===== config.mk =====
export PLATFORM = sky130hd
export DESIGN_NAME = mux_bus_port
export DESIGN_NICKNAME = d
export VERILOG_FILES = /design/src/rtl/mux_bus_port.sv
export SDC_FILE = /design/constraint.sdc
export NUM_CORES = 1
export LEC_CHECK = 0
export BUFFER_PORTS_ARGS = -buffer_cell sky130_fd_sc_hd__buf_2
export CORE_ASPECT_RATIO = 1.5
export CORE_MARGIN = 4
export CORE_UTILIZATION = 39
export DETAILED_ROUTE_END_ITERATION = 10
export GPL_ROUTABILITY_DRIVEN = 0
export PLACE_DENSITY = 0.62
export RECOVER_POWER = 100
export SYNTH_ARGS = -nofsm -noshare
export SYNTH_HDL_FRONTEND = slang
export SYNTH_SLANG_ARGS = --single-unit

===== constraint.sdc =====
create_clock -name clk -period 1.9 [get_ports clk]
set_input_delay 0.19 -clock clk [delete_from_list [all_inputs] [get_ports clk]]
set_output_delay 0.19 -clock clk [all_outputs]
set_load 0.005 [all_outputs]

===== src/rtl/mux_bus_port.sv =====
module mux_bus_port #(
  parameter int DW = 8,
  parameter int AW = 7
) (
  input  logic          clk,
  input  logic          rst_n,
  input  logic          mode_moto,
  input  logic          cs_n,
  input  logic          as_i,
  input  logic          ds_i,
  input  logic          rw_i,
  input  logic [DW-1:0] bus_in,
  output logic [DW-1:0] bus_out,
  output logic          bus_oe,
  output logic [AW-1:0] reg_addr,
  output logic [DW-1:0] reg_wdata,
  output logic          reg_we,
  output logic          reg_re,
  input  logic [DW-1:0] reg_rdata
);

  // [0] first sync stage, [1] second sync stage, [2] previous value for edge detect
  logic [2:0]    as_p, ds_p, rw_p;
  logic [1:0]    cs_p;
  logic [DW-1:0] d1, d2;
  logic          mode_q;
  logic [AW-1:0] addr_q;
  logic [DW-1:0] rd_q;
  logic          oe_q;

  always_ff @(posedge clk) begin
    if (!rst_n) begin
      as_p   <= {3{as_i}};
      ds_p   <= {3{ds_i}};
      rw_p   <= {3{rw_i}};
      cs_p   <= {2{cs_n}};
      d1     <= bus_in;
      d2     <= bus_in;
      mode_q <= mode_moto;
    end else begin
      as_p <= {as_p[1:0], as_i};
      ds_p <= {ds_p[1:0], ds_i};
      rw_p <= {rw_p[1:0], rw_i};
      cs_p <= {cs_p[0], cs_n};
      d1   <= bus_in;
      d2   <= d1;
    end
  end

  wire as_fall = ~as_p[1] &  as_p[2];
  wire ds_rise =  ds_p[1] & ~ds_p[2];
  wire ds_fall = ~ds_p[1] &  ds_p[2];
  wire rw_rise =  rw_p[1] & ~rw_p[2];
  wire sel     = ~cs_p[1];

  wire wr_edge = mode_q ? (ds_fall & ~rw_p[1]) : rw_rise;
  wire rd_edge = mode_q ? (ds_rise &  rw_p[1]) : ds_fall;
  wire rd_lvl  = sel & (mode_q ? (ds_p[1] & rw_p[1]) : ~ds_p[1]);

  assign reg_we    = rst_n & sel & wr_edge;
  assign reg_re    = rst_n & sel & rd_edge;
  assign reg_wdata = d2;
  assign reg_addr  = addr_q;

  always_ff @(posedge clk) begin
    if (!rst_n) begin
      addr_q <= '0;
      rd_q   <= '0;
      oe_q   <= 1'b0;
    end else begin
      if (as_fall) addr_q <= d2[AW-1:0];
      if (reg_re) begin
        rd_q <= reg_rdata;
        oe_q <= 1'b1;
      end else if (!rd_lvl) begin
        oe_q <= 1'b0;
      end
    end
  end

  assign bus_oe  = rst_n & oe_q & rd_lvl & ~cs_n;
  assign bus_out = bus_oe ? rd_q : '0;

  AST_ADDR_ONLY_ON_AS: assert property (@(posedge clk) disable iff (!rst_n)
    !as_fall |=> $stable(reg_addr));
  AST_WE_SINGLE: assert property (@(posedge clk) disable iff (!rst_n)
    reg_we |=> !reg_we);
  AST_RE_SINGLE: assert property (@(posedge clk) disable iff (!rst_n)
    reg_re |=> !reg_re);
  AST_OE_AFTER_READ: assert property (@(posedge clk) disable iff (!rst_n)
    $rose(oe_q) |-> $past(reg_re));
  AST_DESELECT_QUIET: assert property (@(posedge clk) disable iff (!rst_n)
    ($past(cs_n) && $past(cs_n, 2)) |-> (!reg_we && !reg_re));
  AST_MODE_HELD: assert property (@(posedge clk) disable iff (!rst_n)
    1'b1 |=> $stable(mode_q));

  always @(posedge clk)
    if (!rst_n) AST_RESET_QUIET: assert (!reg_we && !reg_re && !bus_oe);

endmodule


==> impl_metrics.toml <==
[status]
status = "finished, final reports clean"

[synth]
synth_compound_area_frac = 0.0228
synth-edff-count = 1
synth_commonest_cells = "dfxtp_1 (43), nand2_1 (24), mux2i_1 (15)"
synth_top_family_by_area = "multiplexers"
yosys.area_share.simple = 0.155
synth.most_common_cell = "dfxtp_1"
synth_top_area_share = 0.580
synth-adder-area-share = 0
yosysTopAreaCell = "dfxtp_1"
synth_cell_types = 23
synth.net_count = 159
synth_ff_type = "dfxtp_1"
synthTopCellsByArea = "dfxtp_1 (58%), mux2i_1 (10%), mux2_2 (6.8%), nand2_1 (6.1%), and2_1 (3.4%)"
async_flop_share = 0
ys_warn_count = 0
synth-seq-area-share = 0.600
synth-seq-cells = 44
synth.avg_cell_area_um2 = 10.9
synth_cells = 136
synthMuxAreaShare = 0.169
syn_area_um2 = 1480
synth_xor_area_frac = 0

[power_and_ir_drop]
power_density_nw_per_um2 = 980
fin_total_pwr_uw = 1890
power.leakage_uw = 0.000939
peakVddDrop_uv = 831

[global_routing]
grt_pass1_vias = 1157
grt_antenna_before_repair = 0
overflow = 0
track_usage = 0.131
grt_pass1_wl_um = 4900
grt_max_degree = 16

[floorplanning]
die-area_um2 = 4880
ios = 49
placementRows = 27
die_x_um = 58.4
die_height_um = 83.5
core_um2 = 3680
start_util = 0.403

[critical_path]
cp-start-kind = "flop"
worst-r2r-setup-slack_ns = 0.25
reg2reg_depth = 4
end_kind = "output port"
crit_required_ns = 1.71
crit_path_end = "reg_re"
startpoint = "mode_q"
r2r_start = "mode_q"
setup.worst_path.class = "flop to output port"
worstPathMaxFanout = 6
reg2reg_to = "rd_q[2]"
cp.arrival_ns = 1.61

[clock_tree]
cts_num_sinks = 44
clock_latency_ns = 0.29
cts_buffers = 5
cts_root_buffer = "clkbuf_8"
clkTransAtPathRegs_ns = 0.08
post_cts_buffers = 0
clockBufferDepth = 2
cts_tree = "yes"
h-tree-depth = 2

[route]
initialDrtViolationCount = 14
first_pass_iters = 3
totalWireLength_um = 2850
ant_nets = 0
drc_errors = 0
vias = 1093
avgViaCountPerCell = 4.57
wl_per_cell_um = 11.9

[timing]
hold_viol = 0
finalSetupViolCount = 0
fmax_mhz = 554
whs_ns = 0.00999
finalSetupTns_ns = 0
fin_crit_sh = 0.950
max-slew-margin-rel = 0.596
finalClockSkew_ns = 0.00526
slew_violations = 0
period_minus_slack_ns = 1.80
worst_slew_pin_slew_ns = 0.607
rsz0062_at_grt = "no"

[finish]
drive_gt1_frac = 0.286
nNetsFinal = 218
n_fill_cell = 355
fin_area_um2 = 1930
antenna_cells = 0
synthToLayoutAreaGrowth_pct = 30.2

[placed_design]
place_hpwl_um = 2120
dpl_cell_area_um2 = 1780
io_buffers = 48

[worst_hold_path]
hp-class = "primary input to flop"

[flow_run]
maxCapViolations = 0
[worst min path at each step]
stage | startpoint | endpoint | slack (ns) | cells after the start
after floorplan | as_i | as_p[0] | 0.22 | 0
after global placement | bus_in[7] | d1[7] | 0.30 | 1
after detailed placement | bus_in[2] | d1[2] | 0.31 | 1
after CTS | bus_in[7] | d1[7] | 0.0002 | 1
after global routing | bus_in[6] | d1[6] | 0.0001 | 1
final | bus_in[6] | d1[6] | 0.01 | 1
[state kept, by name, indices dropped and copies added (netlist names)]
register	flops
reg_wdata	8
cs_p	2
ds_p	3
rw_p	3
d1	8
oe_q	1
as_p	3
rd_q	8
mode_q	1
reg_addr	7
[kinds of logic (layout without fill, tap and decap cells)]
logic type | after synthesis | in the layout
buffers and inverters | 16 | 75
muxes | 24 | 24
and+or+nand+nor | 48 | 48
DFF | 44 | 44
AOI/OAI and AO/OA | 4 | 5
[power breakdown]
group | internal [µW] | switching, µW | leakage, µW
Clock | 430 | 299 | 0.0000614
Combinational | 80.2 | 72.9 | 0.000509
Sequential | 984 | 26.2 | 0.000368
Total | 1490 | 399 | 0.000939
[critical path, stage by stage, from the launching register on]
cell and delay, ns:
edfxtp_1 0.45, or3b_1 0.37, a211o_1 0.33, inv_1 0.06
clkbuf_1 0.11
[area by class of cell]
class	count	area [µm²]	share of cell area
clock buffer	6	82.6	0.0427
clock inverter	2	38.8	0.0201
inverter	10	37.5	0.0194
multi-input combinational	77	546	0.282
sequential	44	891	0.461
tap	43	53.8	0.0278
timing repair buffer	57	283	0.146
[metrics by stage]
stage	util	std cells	setup slack, ns
2_1_floorplan	-	136	0.422
3_3_place_gp	0.482	226	0.246
3_5_place_dp	0.482	226	0.184
4_1_cts	0.529	238	0.0147
5_1_grt	0.525	239	0.00671
6_report	0.525	239	0.0959
[metal layers]
layer | part of all wire | track usage | up-vias
met1 | 0.35 | 0.124 | 506
met5 | 0 | 0 | -
li1 | - | - | 555
met3 | 0.059 | 0.0449 | 5
met2 | 0.57 | 0.238 | 27
met4 | 0.014 | 0.0633 | 0
[layout by cell type, fill, tap and decap left out, types with 2 or more instances in the layout]
master	instances
nand2_1	24
clkbuf_1	17
and2_1	6
clkbuf_8	6
and2_0	2
a211oi_4	2
mux2i_1	15
inv_1	10
dlygate4sd3_1	4
mux2_2	9
nor2_1	8
buf_2	35
dfxtp_1	43
[what timing repair did]
item	in CTS	in global routing
hold buffers	3	1
cloned	1	0
gates resized for setup	1	2
pin swaps	1	1
endpoints found under the hold margin	3	1
setup endpoints to repair	9	8
(Power assumes the default switching activity.)
